===== src/rtl/lpm_pkg.sv =====
// Shared types and bit positions for the low-power mode control register.
package lpm_pkg;
    localparam int REG_W     = 8;
    localparam int BIT_STOP  = 7;
    localparam int BIT_SLEEP = 6;
    localparam int BIT_PIN   = 5;
    localparam int BIT_RST   = 4;
    localparam int BIT_TBT   = 3;
    localparam int BIT_PH    = 2;
    localparam int BIT_PL    = 1;

    typedef enum logic [1:0] {
        MODE_RUN   = 2'd0,
        MODE_SLEEP = 2'd1,
        MODE_TBT   = 2'd2,
        MODE_STOP  = 2'd3
    } lpm_mode_e;
endpackage


===== src/rtl/lpm_cfg_reg.sv =====
// Register file: keeps the pin-policy bit and the pause code, decodes the
// write-only trigger bits of a write into single-cycle request strobes,
// and forms the read data.
// Assumes: one write per cycle, qualified by wr_en; trigger outputs are
// combinational and only valid in the write cycle.
module lpm_cfg_reg
    import lpm_pkg::*;
(
    input  logic             clk,
    input  logic             rst_n,
    input  logic             wr_en,
    input  logic [REG_W-1:0] wdata,
    output logic [REG_W-1:0] rdata,
    output logic             pin_sel,
    output logic [1:0]       pause_code,
    output logic             req_stop,
    output logic             req_sleep,
    output logic             req_tbt,
    output logic             req_rst
);
    // Store the readable fields on every qualified write.
    always_ff @(posedge clk) begin
        if (!rst_n) begin
            pin_sel    <= 1'b0;
            pause_code <= 2'b00;
        end else if (wr_en) begin
            pin_sel    <= wdata[BIT_PIN];
            pause_code <= wdata[BIT_PH:BIT_PL];
        end
    end

    // Decode trigger bits: stop/sleep act on 1, timebase/reset act on 0.
    always_comb begin
        req_stop  = wr_en &  wdata[BIT_STOP];
        req_sleep = wr_en &  wdata[BIT_SLEEP];
        req_tbt   = wr_en & ~wdata[BIT_TBT];
        req_rst   = wr_en & ~wdata[BIT_RST];
    end

    // Read data: write-only bits return their reset level, bit 0 reads 0.
    assign rdata = {1'b0, 1'b0, pin_sel, 1'b1, 1'b1, pause_code, 1'b0};

    // without a write the readable fields never move.
    p_no_write_r11: assert property (@(posedge clk) disable iff (!rst_n)
        !wr_en |=> $stable(rdata));
endmodule


===== src/rtl/lpm_mode_seq.sv =====
// Mode sequencer: holds the active low-power mode. Precedence is
// reset > wake > stop > timebase > sleep > hold.
// Assumes: request strobes are single-cycle and already qualified by a write.
module lpm_mode_seq
    import lpm_pkg::*;
(
    input  logic clk,
    input  logic rst_n,
    input  logic req_stop,
    input  logic req_sleep,
    input  logic req_tbt,
    input  logic req_rst,
    input  logic wake,
    output logic stop_o,
    output logic sleep_o,
    output logic tbt_o
);
    lpm_mode_e mode_q, mode_d;

    // Next-mode selection by fixed precedence.
    always_comb begin
        mode_d = mode_q;
        if (req_rst)        mode_d = MODE_RUN;
        else if (wake)      mode_d = MODE_RUN;
        else if (req_stop)  mode_d = MODE_STOP;
        else if (req_tbt)   mode_d = MODE_TBT;
        else if (req_sleep) mode_d = MODE_SLEEP;
    end

    // Mode state register.
    always_ff @(posedge clk) begin
        if (!rst_n) mode_q <= MODE_RUN;
        else        mode_q <= mode_d;
    end

    // Level outputs decoded from the state.
    assign stop_o  = (mode_q == MODE_STOP);
    assign sleep_o = (mode_q == MODE_SLEEP);
    assign tbt_o   = (mode_q == MODE_TBT);

    // stop outranks every other request in the same write.
    p_stop_wins_r6: assert property (@(posedge clk) disable iff (!rst_n)
        (req_stop && !req_rst && !wake) |=> stop_o);
    // wake clears the mode in the following cycle.
    p_wake_clears_r8: assert property (@(posedge clk) disable iff (!rst_n)
        wake |=> !(stop_o || sleep_o || tbt_o));
    // a reset write leaves no mode active.
    p_rst_clears_r7: assert property (@(posedge clk) disable iff (!rst_n)
        req_rst |=> !(stop_o || sleep_o || tbt_o));
endmodule


===== src/rtl/lpm_rst_pulse.sv =====
// Internal reset pulse generator: a trigger starts (or restarts) a pulse
// PULSE_LEN cycles long, beginning in the cycle after the trigger.
// Assumes: PULSE_LEN >= 3 (the length check below uses a fixed depth).
module lpm_rst_pulse #(
    parameter int PULSE_LEN = 3
) (
    input  logic clk,
    input  logic rst_n,
    input  logic trig,
    output logic pulse_o
);
    localparam int CW = $clog2(PULSE_LEN + 1);
    logic [CW-1:0] cnt_q;

    // Down-counter loaded by the trigger.
    always_ff @(posedge clk) begin
        if (!rst_n)            cnt_q <= '0;
        else if (trig)         cnt_q <= CW'(PULSE_LEN);
        else if (cnt_q != '0)  cnt_q <= cnt_q - 1'b1;
    end

    assign pulse_o = (cnt_q != '0);

    // pulse starts in the cycle after the trigger.
    p_rst_start_r7: assert property (@(posedge clk) disable iff (!rst_n)
        trig |=> pulse_o);
    // a falling pulse was high for at least three cycles.
    p_rst_len_r7: assert property (@(posedge clk) disable iff (!rst_n)
        $fell(pulse_o) |-> ($past(pulse_o, 2) && $past(pulse_o, 3)));
endmodule


===== src/rtl/lpm_pause_gen.sv =====
// Pause generator: after a CPU access strobe, holds the CPU clock enable
// low for 0, BASE, 2*BASE or 4*BASE cycles selected by a 2-bit code.
// Assumes: strobes seen during a running pause belong to the stalled CPU
// and are ignored.
module lpm_pause_gen #(
    parameter int BASE = 8
) (
    input  logic       clk,
    input  logic       rst_n,
    input  logic [1:0] code,
    input  logic       strobe,
    output logic       clk_en
);
    localparam int MAXC = BASE * 4;
    localparam int CW   = $clog2(MAXC + 1);

    logic [CW-1:0] cnt_q;
    logic [CW-1:0] load_v;

    // Pause length for the current code.
    always_comb begin
        case (code)
            2'b01:   load_v = CW'(BASE);
            2'b10:   load_v = CW'(BASE * 2);
            2'b11:   load_v = CW'(BASE * 4);
            default: load_v = '0;
        endcase
    end

    // Pause counter: loads on an idle strobe, counts down to zero.
    always_ff @(posedge clk) begin
        if (!rst_n)                      cnt_q <= '0;
        else if (strobe && cnt_q == '0)  cnt_q <= load_v;
        else if (cnt_q != '0)            cnt_q <= cnt_q - 1'b1;
    end

    assign clk_en = (cnt_q == '0);

    // an idle strobe with a nonzero code gates the clock next cycle.
    p_pause_start_r10: assert property (@(posedge clk) disable iff (!rst_n)
        (strobe && clk_en && code != 2'b00) |=> !clk_en);
    // with code 00 an idle strobe never gates the clock.
    p_pause_zero_r10: assert property (@(posedge clk) disable iff (!rst_n)
        (strobe && clk_en && code == 2'b00) |=> clk_en);
endmodule


===== src/rtl/lpm_ctrl.sv =====
// Top of the low-power mode control register: bus write qualification,
// register file, mode sequencer, reset pulse and pause generator.
// Assumes: the bus reads bus_rdata combinationally; wake_irq and
// cpu_strobe are synchronous to clk.
module lpm_ctrl
    import lpm_pkg::*;
#(
    parameter int RST_PULSE  = 3,
    parameter int PAUSE_BASE = 8
) (
    input  logic             clk,
    input  logic             rst_n,
    input  logic             bus_sel,
    input  logic             bus_we,
    input  logic [REG_W-1:0] bus_wdata,
    output logic [REG_W-1:0] bus_rdata,
    input  logic             wake_irq,
    input  logic             cpu_strobe,
    output logic             stop_req,
    output logic             sleep_req,
    output logic             tbt_req,
    output logic             int_rst,
    output logic             pin_hiz,
    output logic             cpu_clk_en
);
    logic       wr_en;
    logic       pin_sel;
    logic [1:0] pause_code;
    logic       req_stop, req_sleep, req_tbt, req_rst;

    // Qualify a bus write.
    assign wr_en = bus_sel & bus_we;

    lpm_cfg_reg u_reg (
        .clk        (clk),
        .rst_n      (rst_n),
        .wr_en      (wr_en),
        .wdata      (bus_wdata),
        .rdata      (bus_rdata),
        .pin_sel    (pin_sel),
        .pause_code (pause_code),
        .req_stop   (req_stop),
        .req_sleep  (req_sleep),
        .req_tbt    (req_tbt),
        .req_rst    (req_rst)
    );

    lpm_mode_seq u_seq (
        .clk       (clk),
        .rst_n     (rst_n),
        .req_stop  (req_stop),
        .req_sleep (req_sleep),
        .req_tbt   (req_tbt),
        .req_rst   (req_rst),
        .wake      (wake_irq),
        .stop_o    (stop_req),
        .sleep_o   (sleep_req),
        .tbt_o     (tbt_req)
    );

    lpm_rst_pulse #(.PULSE_LEN(RST_PULSE)) u_rst (
        .clk     (clk),
        .rst_n   (rst_n),
        .trig    (req_rst),
        .pulse_o (int_rst)
    );

    lpm_pause_gen #(.BASE(PAUSE_BASE)) u_pause (
        .clk    (clk),
        .rst_n  (rst_n),
        .code   (pause_code),
        .strobe (cpu_strobe),
        .clk_en (cpu_clk_en)
    );

    // Pin policy applies only in stop and timebase-timer modes.
    assign pin_hiz = pin_sel & (stop_req | tbt_req);

    // pins never float outside stop or timebase-timer mode.
    p_hiz_modes_r9: assert property (@(posedge clk) disable iff (!rst_n)
        pin_hiz |-> (stop_req || tbt_req));
    // at most one mode level is high.
    p_one_mode_r6: assert property (@(posedge clk) disable iff (!rst_n)
        $onehot0({stop_req, sleep_req, tbt_req}));
endmodule


===== config.mk =====
export PLATFORM = sky130hd
export DESIGN_NAME = lpm_ctrl
export DESIGN_NICKNAME = d
export VERILOG_FILES = /design/src/rtl/lpm_pkg.sv /design/src/rtl/lpm_cfg_reg.sv /design/src/rtl/lpm_mode_seq.sv /design/src/rtl/lpm_rst_pulse.sv /design/src/rtl/lpm_pause_gen.sv /design/src/rtl/lpm_ctrl.sv
export SDC_FILE = /design/constraint.sdc
export NUM_CORES = 1
export LEC_CHECK = 0
export CORE_MARGIN = 3
export CORE_UTILIZATION = 40
export DETAILED_ROUTE_END_ITERATION = 6
export MAX_ROUTING_LAYER = met4
export PLACE_DENSITY = 0.79
export SKIP_LAST_GASP = 1
export SLEW_MARGIN = 20
export SYNTH_ARGS = -nofsm -noshare
export SYNTH_HDL_FRONTEND = slang
export SYNTH_SLANG_ARGS = --single-unit

===== constraint.sdc =====
create_clock -name clk -period 3.75 [get_ports clk]
set_clock_uncertainty 0.2 [all_clocks]
set_input_delay 0.75 -clock clk [delete_from_list [all_inputs] [get_ports clk]]
set_output_delay 0.75 -clock clk [all_outputs]
set_load 0.02 [all_outputs]

==> flow_metrics.env <==
export IMPL_groute_usage_overall_pct=13.9
export IMPL_grt_pass1_vias=634
export IMPL_wl_mm=1.59
export IMPL_fin_nets=129
export IMPL_setup_viol=0
export IMPL_critPathLaunchType="flip-flop"
export IMPL_synth_area_leaders="dfxtp_1 34%, buf_4 5.8%, ha_1 4.9%, nor2b_1 4.1%, o21a_1 3.9%"
export IMPL_netlist_area_sq_um=771
export IMPL_area_growth_pct=29.9
export IMPL_ys_flop_type="dfxtp_1"
export IMPL_yosysWarnings=0
export IMPL_synth_top_area_cell="dfxtp_1"
export IMPL_p_leak_nw=0.394
export IMPL_clock_path_buffers=2
export IMPL_synth_edf_count=0
export IMPL_insertion_delay_ps=270
export IMPL_async_reset_ff_share_pct=0
export IMPL_dpl_worst_slack_ps=1150
export IMPL_detail_route_wl_per_cell_microns=11.7
export IMPL_fin_tns_setup_ps=0
export IMPL_max_freq_mhz=345
export IMPL_dieWidth_microns=49.9
export IMPL_slew_viol_final=0
export IMPL_seqCellArea_sq_um=260
export IMPL_required_ps=2800
export IMPL_grt_max_degree=13
export IMPL_drtIter0Drc=11
export IMPL_yosys_cell_types_count=34
export IMPL_post_route_min_period_ps=2900
export IMPL_drc=0
export IMPL_fin_ws_ps=855
export IMPL_multiInputGateArea_sq_um=450
export IMPL_hpwl_mm=1.24
export IMPL_end_kind="primary output"
export IMPL_arrival_ps=1950
export IMPL_clock_sinks=13
export IMPL_synth_cells=90
export IMPL_final_hold_violation_count=0
export IMPL_die_h_microns=49.9
export IMPL_fin_cells=136
export IMPL_synth_seq_area_share_pct=33.8
export IMPL_diodes=0
export IMPL_hold_ws_ps=277
export IMPL_syn_avg_cell_area_sq_um=8.56
export IMPL_grt_pass1_wl_mm=2.68
export IMPL_critPathMaxFanout=4
export IMPL_grt_antenna_before_repair=0
export IMPL_ys_ff_latch=13
export IMPL_htreeDepth=1
export IMPL_cts_buffers_inserted=3
export IMPL_cap_violations=0
export IMPL_rows=15
export IMPL_ctsHoldBuffers=0
export IMPL_fillers=182
export IMPL_clock_root_buffer="clkbuf_4"
export IMPL_cts_tree="built"
export IMPL_netlist_area_leader_share_pct=33.8
export IMPL_portBuffers=21
export IMPL_dpl_instance_area_sq_um=975
export IMPL_clk_pin_slew_ps=80
export IMPL_cts_resized=0
export IMPL_cts_setup_buffers=0
export IMPL_crit_type="reg -> out"
export IMPL_final_layout_size_suffix_gt1_share_pct=9.01
export IMPL_fin_crit_sh_pct=77.2
export IMPL_io_pins=28
export IMPL_via_per_inst=4.94
export IMPL_p_per_area_nw_per_um2=654
export IMPL_overflow=0
export IMPL_outcome="finished clean"
export IMPL_hold_class="reg -> reg"
export IMPL_peakVddDrop_mv=0.423
export IMPL_drtAntennaViolNets=0
export IMPL_fin_area_sq_um=1000
export IMPL_vias=672
export IMPL_gp_congestion=0.861
export IMPL_start_util_pct=43.7
export IMPL_core_region_area_sq_um=1760
export IMPL_dr_pass1_iters=4
export IMPL_die_area_sq_um=2490
export IMPL_place_inst=132
export IMPL_rsz0062_at_grt="no"
==> per-layer routing <==
layer	share of wire, %	track usage [%]
met5	0	-
met1	44	15.9
met3	7.6	3.63
met4	0.38	5.53
met2	48	22.9
==> cells in the final DEF, fill, tap and decap left out, types with 2 or more instances in the layout <==
cell type and n:
conb_1 5, nor2_1 4, o211a_1 2, a21boi_0 3
clkbuf_4 3, a21oi_1 2, ha_1 3, nand3_1 5
nor2b_1 5, o21ai_0 2, nor3_1 4, clkdlybuf4s50_1 21
inv_1 6, xor2_1 2, nand2_1 7, and2_1 2
o21a_1 4, dfxtp_1 13, nor4_2 2
==> final cells by class <==
class	count	area share [%]
flip-flops and latches	13	26.0
well taps	25	3.13
multi-input cells	67	45.0
clock buffers	4	2.63
inverters	6	2.25
repair buffers	21	21.0
==> flip-flops by register name, summed over array words and instances, names as in the netlist <==
signal / count
u_reg.pin_sel: 1
u_seq.mode_q: 2
u_rst.cnt_q: 2
u_pause.cnt_q: 6
u_reg.pause_code: 2
==> worst paths after layout <==
path	from	to	slack (ps)	depth (start not counted)
min reg2reg	u_reg.pin_sel	u_reg.pin_sel	280	2
min	u_reg.pin_sel	u_reg.pin_sel	280	2
max	u_pause.cnt_q[0]	cpu_clk_en	850	5
max reg2reg	u_pause.cnt_q[0]	u_pause.cnt_q[4]	2020	5
==> cells in the mapped netlist (2+ instances only) <==
library cell,number
a21boi_0,3
a21oi_1,2
and2_1,2
buf_4,6
conb_1,2
dfxtp_1,13
ha_1,3
inv_1,6
nand2_1,7
nand3_1,5
nor2_1,4
nor2b_1,5
nor3_1,4
nor4_2,2
o211a_1,2
o21a_1,4
o21ai_0,2
xor2_1,2
==> logic make-up (layout without fill, tap and decap cells) <==
group,after synthesis,after routing,synth area share (%)
adder cells (fa/ha/maj),3,3,4.87
XOR/XNOR,3,3,3.41
flip-flops,13,13,33.8
AO/OA/AOI/OAI,20,20,20.0
multiplexers,1,1,1.30
buffers and inverters,13,31,9.25
AND/OR/NAND/NOR,35,35,26.5
other,2,5,0.974
==> critical path, cell delays in order, from the launching register on <==
cell             delay, ps
dfxtp_1                350
inv_1                  140
ha_1                   230
nand2b_1               170
nor2_4                 180
clkdlybuf4s50_1        610
==> per-stage QoR <==
stage	utilization [%]	power (mW)
after floorplan	-	0.482
after global placement	55.2	0.558
after detailed placement	55.2	0.574
after CTS	56.7	0.658
after global routing	56.7	0.709
final	56.7	0.655
==> where the power goes <==
group          total (mW)  leakage [nW]  internal, mW  switching [mW]
combinational       0.355         0.272         0.168           0.187
clock              0.0845        0.0150        0.0412          0.0433
sequential          0.216         0.107         0.179          0.0370
Power figures use the tool's default switching activity.
